**config.mk**
```make
export PLATFORM = sky130hd
export DESIGN_NAME = dsp_sat_stage
export DESIGN_NICKNAME = d
export VERILOG_FILES = /design/src/rtl/dsp_sat_pkg.sv /design/src/rtl/dsp_addsub.sv /design/src/rtl/dsp_ovf_detect.sv /design/src/rtl/dsp_clamp.sv /design/src/rtl/dsp_flag_sel.sv /design/src/rtl/dsp_sat_stage.sv
export SDC_FILE = /design/constraint.sdc
export NUM_CORES = 1
export LEC_CHECK = 0
export ABC_AREA = 1
export CORE_MARGIN = 4
export CORE_UTILIZATION = 49
export DETAILED_ROUTE_END_ITERATION = 8
export GPL_TIMING_DRIVEN = 0
export HOLD_SLACK_MARGIN = 0.08
export PLACE_DENSITY = 0.84
export SYNTH_ARGS = -nofsm -noshare
export SYNTH_HDL_FRONTEND = slang
export SYNTH_SLANG_ARGS = --single-unit
```
**constraint.sdc**
```tcl
create_clock -name clk -period 7.8 [get_ports clk]
set_input_delay 1.56 -clock clk [delete_from_list [all_inputs] [get_ports clk]]
set_output_delay 1.56 -clock clk [all_outputs]
set_load 0.05 [all_outputs]
```
**src/rtl/dsp_sat_pkg.sv**
```systemverilog
package dsp_sat_pkg;
  // Condition-flag selector codes
  localparam logic [2:0] DC_CARRY = 3'd0;
  localparam logic [2:0] DC_NEG   = 3'd1;
  localparam logic [2:0] DC_ZERO  = 3'd2;
  localparam logic [2:0] DC_OVF   = 3'd3;

  typedef struct packed {
    logic v;
    logic dc;
  } sat_flags_t;
endpackage

```
**src/rtl/dsp_addsub.sv**
```systemverilog
module dsp_addsub #(
  parameter int W = 40
) (
  input  logic [W-1:0] a,
  input  logic [W-1:0] b,
  input  logic         sub,
  output logic [W-1:0] sum,
  output logic         cry
);
  localparam int XW = W + 1;

  function automatic logic [XW-1:0] f_addsub(input logic [W-1:0] x, input logic [W-1:0] y,
                                             input logic s);
    logic [XW-1:0] xe, ye;
    xe = {1'b0, x};
    ye = {1'b0, y};
    return s ? (xe - ye) : (xe + ye);
  endfunction

  logic [XW-1:0] wide;
  assign wide = f_addsub(a, b, sub);
  assign sum  = wide[W-1:0];
  assign cry  = wide[XW-1];
endmodule

```
**src/rtl/dsp_ovf_detect.sv**
```systemverilog
module dsp_ovf_detect #(
  parameter int W       = 40,
  parameter int FIELD_W = 32
) (
  input  logic [W-1:0] sum,
  output logic         ovf,
  output logic         pos
);
  localparam int TOP_W = W - FIELD_W + 1;

  logic [TOP_W-1:0] top;
  assign top = sum[W-1:FIELD_W-1];

  function automatic logic f_is_sext(input logic [TOP_W-1:0] t);
    return (&t) | ~(|t);
  endfunction

  assign ovf = ~f_is_sext(top);
  assign pos = ~sum[W-1];
endmodule

```
**src/rtl/dsp_clamp.sv**
```systemverilog
module dsp_clamp #(
  parameter int W       = 40,
  parameter int FIELD_W = 32,
  parameter int LO_W    = 16
) (
  input  logic [W-1:0] sum,
  input  logic         ovf,
  input  logic         pos,
  input  logic         sat_en,
  input  logic         mode_int,
  output logic [W-1:0] out
);
  localparam int HI_W = W - FIELD_W + 1;
  localparam logic [W-1:0] POS_LIM = {{HI_W{1'b0}}, {(FIELD_W-1){1'b1}}};
  localparam logic [W-1:0] NEG_LIM = ~POS_LIM;

  logic [W-1:0] lim_full;
  logic [W-1:0] lim_sel;
  assign lim_full = pos ? POS_LIM : NEG_LIM;

  generate
    if (LO_W > 0) begin : g_int_fmt
      assign lim_sel = mode_int ? {lim_full[W-1:LO_W], sum[LO_W-1:0]} : lim_full;
    end else begin : g_full_only
      assign lim_sel = lim_full;
    end
  endgenerate

  assign out = (sat_en && ovf) ? lim_sel : sum;
endmodule

```
**src/rtl/dsp_flag_sel.sv**
```systemverilog
module dsp_flag_sel #(
  parameter int W = 40
) (
  input  logic [2:0]   cond_sel,
  input  logic         cry,
  input  logic         ovf_eff,
  input  logic [W-1:0] res,
  output logic         dc
);
  import dsp_sat_pkg::*;

  always_comb begin
    case (cond_sel)
      DC_CARRY: dc = cry;
      DC_NEG:   dc = res[W-1];
      DC_ZERO:  dc = ~(|res);
      DC_OVF:   dc = ovf_eff;
      default:  dc = 1'b0;
    endcase
  end
endmodule

```
**src/rtl/dsp_sat_stage.sv**
```systemverilog
module dsp_sat_stage #(
  parameter int ACC_W   = 40,
  parameter int FIELD_W = 32,
  parameter int LO_W    = 16
) (
  input  logic             clk,
  input  logic             rst,
  input  logic             in_valid,
  input  logic             op_sub,
  input  logic             mode_int,
  input  logic             sat_en,
  input  logic [2:0]       cond_sel,
  input  logic [ACC_W-1:0] opa,
  input  logic [ACC_W-1:0] opb,
  output logic [ACC_W-1:0] res,
  output logic             flag_v,
  output logic             flag_dc
);
  import dsp_sat_pkg::*;

  // Named internal events (also observed by the bound checker)
  logic [ACC_W-1:0] sum_raw;
  logic             carry_raw;
  logic             ovf_det;
  logic             pos_side;
  logic             ovf_eff;
  logic [ACC_W-1:0] res_next;
  logic             dc_next;
  sat_flags_t       flags_q;

  dsp_addsub #(.W(ACC_W)) u_addsub (
    .a(opa), .b(opb), .sub(op_sub), .sum(sum_raw), .cry(carry_raw)
  );

  dsp_ovf_detect #(.W(ACC_W), .FIELD_W(FIELD_W)) u_ovf (
    .sum(sum_raw), .ovf(ovf_det), .pos(pos_side)
  );

  dsp_clamp #(.W(ACC_W), .FIELD_W(FIELD_W), .LO_W(LO_W)) u_clamp (
    .sum(sum_raw), .ovf(ovf_det), .pos(pos_side), .sat_en(sat_en),
    .mode_int(mode_int), .out(res_next)
  );

  assign ovf_eff = ovf_det & ~sat_en;

  dsp_flag_sel #(.W(ACC_W)) u_flag (
    .cond_sel(cond_sel), .cry(carry_raw), .ovf_eff(ovf_eff),
    .res(res_next), .dc(dc_next)
  );

  always_ff @(posedge clk) begin
    if (rst) begin
      res     <= '0;
      flags_q <= '0;
    end else if (in_valid) begin
      res        <= res_next;
      flags_q.v  <= ovf_eff;
      flags_q.dc <= dc_next;
    end
  end

  assign flag_v  = flags_q.v;
  assign flag_dc = flags_q.dc;
endmodule

```
==> flow_summary.ini <==
[pwr]
peakVddDrop_v = 0.0001101
intPower_uw = 716.9
clockPowerShare_pct = 21.0
combPwrFrac_pct = 59.8
seqPwrFrac_pct = 19.2
swShare_pct = 45.18
p_sw_uw = 590.7
leakage_uw = 0.004208
power_density_mw_per_mm2 = 162.8

[clock_network]
tritoncts.num_buffers = 5
htreeDepth = 2
clockBufferDepth = 2
cts_sinks = 42
clk_latency_ps = 280
clk_pin_slew_ps = 60
cts_tree = done
cts-root-buf = clkbuf_16

[drt]
drt_pass1_iterations = 5
vias = 7326
drc = 0
wl_per_cell_microns = 12.71
drtIter0Drc = 551
antenna_left = 0
avgViaCountPerCell = 5.119
routed_wl_mm = 18.19

[sta]
setup_violations = 0
finClkSkew_ps = 0
slew-limit-headroom_pct = 63.93
final-hold-violation-count = 0
finalMaxSlewViolations = 0
finalSetupTns_ps = 0
max_freq_ghz = 0.1427
worst_pin_slew_ps = 541.1
period_needed_ps = 7007
rsz0062_at_grt = no
fin_crit_sh_pct = 89.83

[die]
fp.dieH_microns = 121.2
start_util_pct = 49.97
core_area_sq_mm = 0.01257
die_x_microns = 121.2
pin_count = 131
rows = 41
die_area_sq_mm = 0.01469

[min_path]
hp-class = register to register

[layout]
nets = 1389
final_common_cell = nand2_1
diodes = 0
syn2layout_area_growth_pct = 27.91
drive_gt1_share_pct = 5.322
final_cell_mix = 336 x nand2_1, 205 x inv_1, 129 x clkdlybuf4s50_1, 114 x nor2_1, 64 x nand3_1
fill_cells = 1230
final_cells = 1431

[placed_design]
place.gp.congestion = 0.9690
post-place-cells = 1422
place.port_buffers = 129
hpwl_mm = 15.57

[grt]
grt_pass1_vias = 6773
antenna_found_initial = 0
grt_max_degree = 14
overflow = 0
grt_use_total_pct = 24.54
grt_first_pass_wirelength_mm = 30.10

[logic_synthesis]
async_reset_ff_share_pct = 0
postSynthAreaPerCell_sq_um = 5.602
yosysSeqAreaShare_pct = 13.39
synth_fp_nets = 1252
syn_inst = 1121
synth_edf_count = 0
synthesis.area_sq_mm = 0.006280
yosys_warnings = 0
ys_types = 44
ys_ff_latch = 42
ys.flop_type = dfxtp_1

[worst_setup_path]
max_stage_delay_ps = 430
end_kind = register
worstPathArrival_ps = 7220
cp.required_ps = 8010
crit_type = primary input to register
crit_top_cell = nand2_1
crit_fanout = 10
worstSetupStartpointType = primary input
r2r_slack_ps = 7060
crit_slowest_cell = clkdlybuf4s50_1
worstPathBufferInverterCount = 7
cp_top_family = simple AND/OR/NAND/NOR gates

[outcome]
status = finished, final reports clean

[flow_run]
drv_cap = 0
## routing by layer
metal	GRT usage (%)	part of all wire [%]	vias to the layer above
li1	-	-	3816
met3	2.424	6.2	39
met1	32.68	46	3197
met2	40.81	45	274
met4	9.734	2.9	0
met5	0	0	-
## worst paths after layout
path                              start  endpoint  depth (start not counted)
worst max-delay path             opb[0]   flag_dc                         41
worst min-delay path            res[13]   res[13]                          2
worst max register to register  res[32]   res[32]                          4
worst min register to register  res[13]   res[13]                          2
## metrics by stage
| step | power (uW) | instance area [sq um] | hold slack (ps) | setup slack (ps) | util (%) |
|---|---|---|---|---|---|
| 4_1_cts | 1299 | 7985 | 473.8 | 641.7 | 63.53 |
| 6_report | 1308 | 8033 | 477.7 | 793.0 | 63.91 |
| 5_1_grt | 1412 | 8033 | 486.5 | 63.83 | 63.91 |
| 2_1_floorplan | 804.1 | 6280 | 684.9 | 1868 | - |
| 3_5_place_dp | 1023 | 7786 | 464.2 | 373.8 | 61.95 |
| 3_3_place_gp | 1011 | 7786 | 454.8 | 417.6 | 61.95 |
## state kept, by name (all words and copies together), names as in the netlist
| signal | cells |
|---|---|
| flag_v | 1 |
| flag_dc | 1 |
| res | 40 |
## timing repair
action | 4_1_cts | 5_1_grt
setup buffers | 0 | 1
setup endpoints to repair | 0 | 16
resized for setup | 0 | 9
endpoints found under the hold margin | 0 | 0
hold buffers | 0 | 0
## cells in the mapped netlist, types with 2 or more instances
cell type | count | area share, %
nand2_1 | 336 | 20
inv_1 | 205 | 12
nor2_1 | 116 | 6.9
nand3_1 | 64 | 5.1
o21ai_0 | 46 | 3.7
a21oi_1 | 42 | 3.3
dfxtp_1 | 42 | 13
ha_1 | 41 | 8.2
xnor2_1 | 36 | 5.0
xor2_1 | 32 | 4.5
o211ai_1 | 30 | 3.6
nand2_2 | 16 | 1.6
nand4_1 | 14 | 1.4
clkbuf_1 | 13 | 0.78
nor3_1 | 12 | 0.96
nor2_2 | 10 | 1.0
nor4_1 | 10 | 1.0
a31oi_1 | 9 | 0.90
buf_1 | 6 | 0.36
nand3_2 | 5 | 0.80
o21bai_1 | 4 | 0.48
nand3_4 | 3 | 0.84
a31o_2 | 2 | 0.28
a41oi_1 | 2 | 0.28
buf_2 | 2 | 0.16
nand3b_1 | 2 | 0.24
nor3_2 | 2 | 0.32
o21ai_1 | 2 | 0.16
o21ai_2 | 2 | 0.28
## power groups by stage
stage	Clock, uW	Combinational, uW	Sequential (uW)
3_3_place_gp	0	755	256
2_1_floorplan	0	469	335
3_5_place_dp	0	767	256
5_1_grt	290	868	255
4_1_cts	277	771	251
6_report	274	782	251
## logic make-up (layout without fill, tap and decap cells)
kind of cell               after synthesis  in the layout  synth area share, %
buffers and inverters                  232            370                14.37
adders and majority gates               42             42                8.488
AOI/OAI and AO/OA                      142            142                13.35
and+or+nand+nor                        595            595                40.92
xor gates and xnor gates                68             68                9.484
DFF                                     42             42                13.39
## layout make-up
cell class,count,area (sq um),share of cell area [%]
Buffer,25,125.1,1.558
Tap cell,172,215.2,2.679
Multi-Input combinational cell,847,4577,56.98
Timing Repair Buffer,130,1299,16.17
Clock buffer,6,138.9,1.729
Sequential cell,42,840.8,10.47
Clock inverter,2,60.06,0.7477
Inverter,207,777.0,9.673
## tightest hold or removal path: cells and delay by family (launching register included)
kind	cells	cell delay, ps
DFF	1	310
and+or+nand+nor	1	60
AOI/OAI and AO/OA	1	60
(Power assumes the default switching activity.)
